$ cat config.mk
export PLATFORM = sky130hd
export DESIGN_NAME = bcd_calendar
export DESIGN_NICKNAME = d
export VERILOG_FILES = /design/src/rtl/bcd_calendar.sv
export SDC_FILE = /design/constraint.sdc
export NUM_CORES = 1
export LEC_CHECK = 0
export ABC_AREA = 1
export ABC_CLOCK_PERIOD_IN_PS = 2700
export BUFFER_PORTS_ARGS = -buffer_cell sky130_fd_sc_hd__buf_4
export CAP_MARGIN = 25
export CORE_MARGIN = 10
export CORE_UTILIZATION = 50
export CTS_CLUSTER_DIAMETER = 100
export DETAILED_ROUTE_END_ITERATION = 7
export PLACE_DENSITY = 0.77
export SLEW_MARGIN = 20
export SYNTH_ARGS = -nofsm -noshare
export SYNTH_HDL_FRONTEND = slang
export SYNTH_SLANG_ARGS = --single-unit
$ cat constraint.sdc
create_clock -name clk -period 2.7 [get_ports clk]
set_input_delay 0.27 -clock clk [delete_from_list [all_inputs] [get_ports clk]]
set_output_delay 0.27 -clock clk [all_outputs]
set_load 0.005 [all_outputs]
$ cat src/rtl/bcd_calendar.sv
module bcd_calendar (
  input  logic       clk,
  input  logic       rst_n,
  input  logic       tick,
  input  logic       run,
  input  logic       load,
  input  logic [7:0] ld_sec,
  input  logic [7:0] ld_min,
  input  logic [7:0] ld_hour,
  input  logic [7:0] ld_day,
  input  logic [7:0] ld_mon,
  input  logic [7:0] ld_year,
  input  logic [2:0] ld_wday,
  input  logic [7:0] al_sec,
  input  logic [7:0] al_min,
  input  logic [7:0] al_hour,
  input  logic [7:0] al_day,
  input  logic [7:0] al_mon,
  input  logic [7:0] al_year,
  output logic [7:0] sec,
  output logic [7:0] min,
  output logic [7:0] hour,
  output logic [7:0] day,
  output logic [7:0] mon,
  output logic [7:0] year,
  output logic [2:0] wday,
  output logic       ev_sec,
  output logic       ev_min,
  output logic       ev_hour,
  output logic       ev_day,
  output logic       alarm_hit
);

  function automatic logic [7:0] bcd_step(input logic [7:0] v, input logic [7:0] top,
                                          input logic [7:0] base);
    if (v == top) return base;
    if (v[3:0] == 4'd9) return {v[7:4] + 4'd1, 4'd0};
    return v + 8'd1;
  endfunction

  logic       adv, c_min, c_hour, c_day, c_mon, c_year, leap;
  logic [7:0] year_bin, last_day;
  logic [7:0] n_sec, n_min, n_hour, n_day, n_mon, n_year;
  logic       match;

  assign adv      = run & tick;
  assign c_min    = adv & (sec == 8'h59);
  assign c_hour   = c_min & (min == 8'h59);
  assign c_day    = c_hour & (hour == 8'h23);
  assign c_mon    = c_day & (day == last_day);
  assign c_year   = c_mon & (mon == 8'h12);

  assign year_bin = {4'd0, year[7:4]} * 8'd10 + {4'd0, year[3:0]};
  assign leap     = (year_bin[1:0] == 2'b00);

  always_comb begin
    case (mon)
      8'h02:                      last_day = leap ? 8'h29 : 8'h28;
      8'h04, 8'h06, 8'h09, 8'h11: last_day = 8'h30;
      default:                    last_day = 8'h31;
    endcase
  end

  assign n_sec  = adv    ? bcd_step(sec,  8'h59, 8'h00)    : sec;
  assign n_min  = c_min  ? bcd_step(min,  8'h59, 8'h00)    : min;
  assign n_hour = c_hour ? bcd_step(hour, 8'h23, 8'h00)    : hour;
  assign n_day  = c_day  ? bcd_step(day,  last_day, 8'h01) : day;
  assign n_mon  = c_mon  ? bcd_step(mon,  8'h12, 8'h01)    : mon;
  assign n_year = c_year ? bcd_step(year, 8'h99, 8'h00)    : year;

  assign match = {n_sec, n_min, n_hour, n_day, n_mon, n_year} ==
                 {al_sec, al_min, al_hour, al_day, al_mon, al_year};

  always_ff @(posedge clk or negedge rst_n) begin
    if (!rst_n) begin
      sec <= 8'h00; min <= 8'h00; hour <= 8'h00;
      day <= 8'h01; mon <= 8'h01; year <= 8'h00; wday <= 3'd0;
      ev_sec <= 1'b0; ev_min <= 1'b0; ev_hour <= 1'b0; ev_day <= 1'b0;
      alarm_hit <= 1'b0;
    end else begin
      ev_sec    <= adv;
      ev_min    <= c_min;
      ev_hour   <= c_hour;
      ev_day    <= c_day;
      alarm_hit <= adv & match;
      if (adv) begin
        sec <= n_sec; min <= n_min; hour <= n_hour;
        day <= n_day; mon <= n_mon; year <= n_year;
        if (c_day) wday <= (wday == 3'd6) ? 3'd0 : wday + 3'd1;
      end else if (load && !run) begin
        sec <= ld_sec; min <= ld_min; hour <= ld_hour;
        day <= ld_day; mon <= ld_mon; year <= ld_year; wday <= ld_wday;
      end
    end
  end


  sec_pulse_src_chk: assert property (@(posedge clk) disable iff (!rst_n)
    ev_sec |-> $past(tick && run));


  carry_nest_chk: assert property (@(posedge clk) disable iff (!rst_n)
    (ev_min |-> ev_sec) and (ev_hour |-> ev_min) and (ev_day |-> ev_hour));


  hold_stopped_chk: assert property (@(posedge clk) disable iff (!rst_n)
    (!run && !load) |=> $stable({sec, min, hour, day, mon, year, wday}) && !ev_sec);


  alarm_fields_chk: assert property (@(posedge clk) disable iff (!rst_n)
    alarm_hit |-> ev_sec && {sec, min, hour, day, mon, year} ==
      $past({al_sec, al_min, al_hour, al_day, al_mon, al_year}));


  alarm_single_chk: assert property (@(posedge clk) disable iff (!rst_n)
    alarm_hit |=> !alarm_hit || ev_sec);

endmodule

Word-level counts from Yosys, hierarchy flattened
Cells that the tools add are included.
{ "word_totals": {"out_inout_bits": 56, "input_bits": 104, "regBits": 56, "wordCells": 126} }
{ "classes": {"bitwise": 7, "n_addsub": 14, "muxes": 66, "mul": 1, "n_reduce_logical": 6, "n_eq_ne": 20} }
{ "op_table": {"columns": ["cell", "n"], "rows": [
  ["$mux 8", 42],
  ["$add 8x1->8 const B", 6],
  ["$eq 48x48->1", 1],
  ["$add 4x1->4 const B", 6],
  ["$eq 4x4->1 const B", 6],
  ["$mux 1", 19],
  ["$eq 8x3->1 const B", 2],
  ["$eq 8x5->1 const B", 2],
  ["$eq 8x7->1 const B", 2],
  ["$mux 3", 4],
  ["$pmux 5 s2", 1],
  ["$eq 8x2->1 const B", 1],
  ["$eq 8x4->1 const B", 1],
  ["$eq 8x6->1 const B", 1],
  ["$eq 8x8->1", 1],
  ["$eq 8x8->1 const B", 1],
  ["$and 1x1->1", 7],
  ["$mul 4x3->1 const B", 1],
  ["$reduce_or 4->1", 1],
  ["$add 3x1->3 const B", 1],
  ["$eq 3x3->1 const B", 1],
  ["$add 2x2->2", 1],
  ["$logic_not 2->1", 1],
  ["$ne 2x1->1 const B", 1],
  ["other kinds (4)", 4]
]} }

Longest topological paths before layout
{ "logic_depth": {"depth_word": 13, "depth_mapped": 20, "mapped_depth_nobuf": 20} }

Worst setup path before layout
Ideal clock, no wire load.
{ "synth_timing": {"kind": "register to register", "from": "register min[1]", "to": "register alarm_hit", "n_path_buf": 1, "t_arrival_ps": 2177, "stages_incl_launch_ff": 20, "setup_slack_ps": 451, "cell_sequence": "dfrtp_1 > inv_1 > ha_1 > nand2_2 > nor2_4 > nand3_4 > nor2_8 > nand2_4 > clkinv_4 > nand4_4 > clkinv_2 > buf_8 > nand2_2 > nand3_1 > nand2_1 > nor2_1 > nand2_1 > nor2_1 > nand3_1 > nor2_1"} }
{ "synth_between": {"elab_chain_cells": 8, "elab_cells_between_ends": 20, "classes_between": "add/sub (1); eq/ne (3); mux (11); bitwise (5)"} }
{ "synth_rtl": {"columns": ["item", "line_no", "text"], "rows": [
  ["start: declaration", "21", "output logic [7:0] min,"],
  ["start signal: assignment", "87", "sec <= n_sec; min <= n_min; hour <= n_hour;"],
  ["start signal: assignment", "91", "sec <= ld_sec; min <= ld_min; hour <= ld_hour;"],
  ["$eq 8x7->1 (*)", "48", "assign c_hour = c_min & (min == 8'h59);"],
  ["$and 1x1->1 (*)", "48", null],
  ["named net c_hour", "41", "logic adv, c_min, c_hour, c_day, c_mon, c_year, leap;"],
  ["$and 1x1->1", "49", "assign c_day = c_hour & (hour == 8'h23);"],
  ["$and 1x1->1", "50", "assign c_mon = c_day & (day == last_day);"],
  ["$and 1x1->1", "51", "assign c_year = c_mon & (mon == 8'h12);"],
  ["$mux 8", "69", "assign n_year = c_year ? bcd_step(year, 8'h99, 8'h00) : year;"],
  ["$eq 48x48->1 (*)", "71", "assign match = {n_sec, n_min, n_hour, n_day, n_mon, n_year} =="],
  ["$and 1x1->1 (*)", "85", "alarm_hit <= adv & match;"],
  ["end signal: assignment", "85", null],
  ["end: declaration", "31", "output logic alarm_hit"]
]} }
The timed path passes the listed nets; every way through them passes the cells marked *. The select of a mux whose other input is x is not followed.
A chain may end at the register's enable or synchronous reset.

Worst setup path after layout
{ "layout_timing": {"from": "register hour[1]", "to": "register alarm_hit"} }
{ "layout_between": {"elab_chain_cells": 8, "elab_cells_between_ends": 18, "classes_between": "add/sub (1); eq/ne (3); mux (10); bitwise (4)"} }
{ "layout_rtl": {"columns": ["item", "line_no", "text"], "rows": [
  ["start: declaration", "22", "output logic [7:0] hour,"],
  ["start signal: assignment", "87", null],
  ["start signal: assignment", "91", null],
  ["parallel branches: the longest is 6 deep, another holds $add 8x1->8", null, null],
  ["$eq 48x48->1 (*)", "71", null],
  ["$and 1x1->1 (*)", "85", null]
]} }
Every way passes the cells marked *. The select of a mux whose other input is x is not followed.

==> impl_metrics.csv <==
group,metric,value,unit
grt,gr-usage-all-layers,22.6,%
layout,seq_area,1410,um^2
drt,drtAntennaViolNets,0,
drt,first_pass_iters,7,
grt,grt_pass1_vias,6156,
synth,synth_enable_flop_cells,0,
worst_setup_path,worstSetupStartpoint,"hour[1]$_DFFE_PN0P_",
floorplan,row_count,38,
worst_setup_path,cp-end-kind,"register",
placement,placed_area,7030,um^2
worst_setup_path,worstSetupPathType,"register to register",
layout,drive_gt1_share,26.1,%
worst_setup_path,r2r_slack,0.15,ns
synth,yosysTopAreaCellShare,24.4,%
synth,synth_flop_cell,"dfrtp_1",
power_and_ir_drop,p_clk_share,15.4,%
power_and_ir_drop,combPwrFrac,49.1,%
clocking,cts.path.max_buffers,2,
drt,routed_wl,18800,um
clocking,h-tree-depth,2,
worst_setup_path,cp.arrival,2.79,ns
floorplan,ios,160,
power_and_ir_drop,switching_share,41.9,%
outcome,status,"complete, no violations",
floorplan,die_area,15700,um^2
flow_run,cap_viol_max_count,0,
timing,timing.final.ws_setup,0.153,ns
placement,place_ws,-0.0170,ns
clocking,numCtsBuffers,5,
timing,rsz0062_at_grt,"yes",
synth,synth_common_cells,"nand2_1, inv_1, nand3_1",
synth,synth_area,5540,um^2
clocking,cts_tree,"done",
worst_setup_path,crit_path_max_fanout,7,
drt,drt-wirelength-per-cell,15.5,um
worst_setup_path,regToRegStartpoint,"hour[1]$_DFFE_PN0P_",
floorplan,die_h,125,um
timing,drv_slew,0,
power_and_ir_drop,power_density,435,nW/um^2
clocking,cts.sinks,56,
synth,synthArstFlopShare,100,%
power_and_ir_drop,power_switching,1.34,mW
timing,clock-skew-final,0.0114,ns
power_and_ir_drop,p_leak,4.00,nW
layout,antenna_cells,0,
power_and_ir_drop,p_int,1.86,mW
timing,final_hold_viol_count,0,
synth,avgSynthCellArea,6.29,um^2
clocking,root_buffer,"clkbuf_8",
timing,tightest_slew,0.771,ns
synth,netlist_top_cells_area,"dfrtp_1, nand2_1, nand3_1",
floorplan,die_x,125,um
grt,grt_pass1_wl,30400,um
synth,yosysWarnings,0,
synth,synth_cells,880,
placement,gp_congestion,0.948,
timing,max_freq,393,MHz
drt,dr.first_iter.drc_count,585,
layout,finalInstanceArea,7350,um^2
timing,finalCritPeriodShare,94.3,%
synth,synth-seq-cells,56,
worst_setup_path,startpoint_type,"register",
synth,ys_seq_area_share,25.3,%
clocking,worstSkewPairLatency,0.32,ns
synth,synth_nets,1006,
power_and_ir_drop,ir_worst_vdd,0.283,mV
layout,synthToLayoutAreaGrowth,32.6,%
power_and_ir_drop,seq_power_share,35.5,%
grt,grt_max_degree,57,
placement,hpwl,14700,um
grt,grt.overflow.total,0,
layout,nNetsFinal,1199,
synth,yosysMostFrequentCell,"nand2_1",
drt,via_per_inst,5.34,
layout,multi_input_area,3640,um^2
floorplan,start_util,51.1,%
hold_path,hold_path.class,"input pin to async pin",
synth,yosysTopAreaCell,"dfrtp_1",
clocking,path_clk_slew,0.11,ns
worst_setup_path,crit_required,2.95,ns
timing,whs,0.00449,ns
placement,dpl.cell_count,1186,
timing,slew_headroom,48.6,%
grt,antenna_found_initial,1,
timing,fin_crit,2.55,ns
timing,setup_tns,0,ns
layout,n_fill_cell,1043,
floorplan,core,10800,um^2
drt,vias,6488,
placement,numPortBuffers,159,
layout,final_cells,1214,
timing,setup_viol,0,
synth,synth.distinct_cells,44,
layout,fin_util,67.8,%
drt,drc,0,
power_and_ir_drop,power,3.19,mW
routing by layer:
| metal | GRT usage, % | vias to the layer above | share of wire (%) |
|---|---|---|---|
| met5 | 0 | - | 0 |
| met3 | 4.31 | 18 | 7.0 |
| li1 | - | 3273 | - |
| met2 | 36.1 | 246 | 46 |
| met4 | 4.81 | 0 | 1.3 |
| met1 | 31.0 | 2951 | 46 |
sequential cells by signal, indices dropped and copies added (netlist names):
| signal | flops |
|---|---|
| day | 8 |
| hour | 8 |
| min | 8 |
| mon | 8 |
| sec | 8 |
| year | 8 |
| wday | 3 |
| alarm_hit | 1 |
| ev_day | 1 |
| ev_hour | 1 |
| ev_min | 1 |
| ev_sec | 1 |
placed cells by master, fill, tap and decap left out, types with 2 or more instances in the layout:
cell type	netlist	routed
inv_2	5	9
nand4_1	24	24
buf_4	1	206
o21ai_0	28	26
nand3_4	3	4
nand3_2	3	7
o211ai_1	13	13
nand2_4	2	2
a22oi_1	5	5
nor2_4	3	6
nand3b_1	13	13
nor3_1	9	8
xor2_1	8	8
buf_6	1	3
nor2_2	5	7
ha_1	22	20
or2_2	4	4
nand2_2	9	9
o21ai_1	2	4
o21ai_2	3	3
dfstp_2	2	2
a21oi_1	17	16
nor2_8	2	2
o22ai_1	5	5
a31oi_1	2	2
nand3_1	96	92
xnor2_1	2	2
dfrtp_1	54	53
o221ai_1	24	24
xnor3_1	2	2
ha_2	0	2
nor2_1	74	69
inv_1	111	107
clkbuf_8	0	5
nand2_1	297	297
worst paths after layout:
kind	endpoint	cells after the start
max in group asynchronous	mon[4]$_DFFE_PN0P_	1
max reg2reg	alarm_hit$_DFF_PN0_	17
min in group clk	day[7]$_DFFE_PN0P_	3
min	sec[3]$_DFFE_PN0P_	1
min reg2reg	min[2]$_DFFE_PN0P_	2
max	alarm_hit$_DFF_PN0_	17
power groups by stage:
| stage | clock [mW] | combinational, mW | sequential (mW) |
|---|---|---|---|
| finish | 0.492 | 1.57 | 1.13 |
| detailed placement | 0 | 1.50 | 1.15 |
| CTS | 0.501 | 1.51 | 1.13 |
| floorplan | 0 | 0.856 | 1.14 |
| global route | 0.525 | 1.78 | 1.15 |
| global placement | 0 | 1.49 | 1.15 |
layout make-up:
class	count	area share, %
clock inverters	2	0.170
clock buffers	6	0.988
well taps	140	2.38
flip-flops and latches	56	19.1
inverters	119	6.22
repair buffers	209	21.5
multi-input cells	682	49.6
worst max-delay path, stage by stage (launching register included):
cell and delay (ns):
dfrtp_1 0.49, ha_2 0.30, nand2_1 0.07, inv_1 0.05, nand4_1 0.21, nor2_2 0.21
inv_1 0.11, o21ai_1 0.17, inv_1 0.08, nand3b_1 0.09, nand2_1 0.05, nor2_1 0.12
nand2_1 0.10, nor2_2 0.11, nand2_1 0.05, nor2_1 0.08, nand3_1 0.06, nor2_1 0.10
what timing repair did:
item	4_1_cts	5_1_grt
cloned	0	1
resized for setup	1	26
hold buffers	0	0
endpoints found under the setup margin	1	2
pin swaps	2	7
buffers inserted	2	17
hold endpoints to repair	0	0
cells by family (layout without fill, tap and decap cells):
family / count (synthesis) / in the layout / synth area share, %
adder cells (fa/ha/maj): 22 / 22 / 4.97
buffers and inverters: 143 / 336 / 10.3
AND/OR/NAND/NOR: 546 / 547 / 44.9
flip-flops: 56 / 56 / 25.3
multiplexers: 1 / 1 / 0.203
AO/OA/AOI/OAI: 100 / 100 / 11.9
XOR/XNOR: 12 / 12 / 2.39
Power figures use the tool's default switching activity.
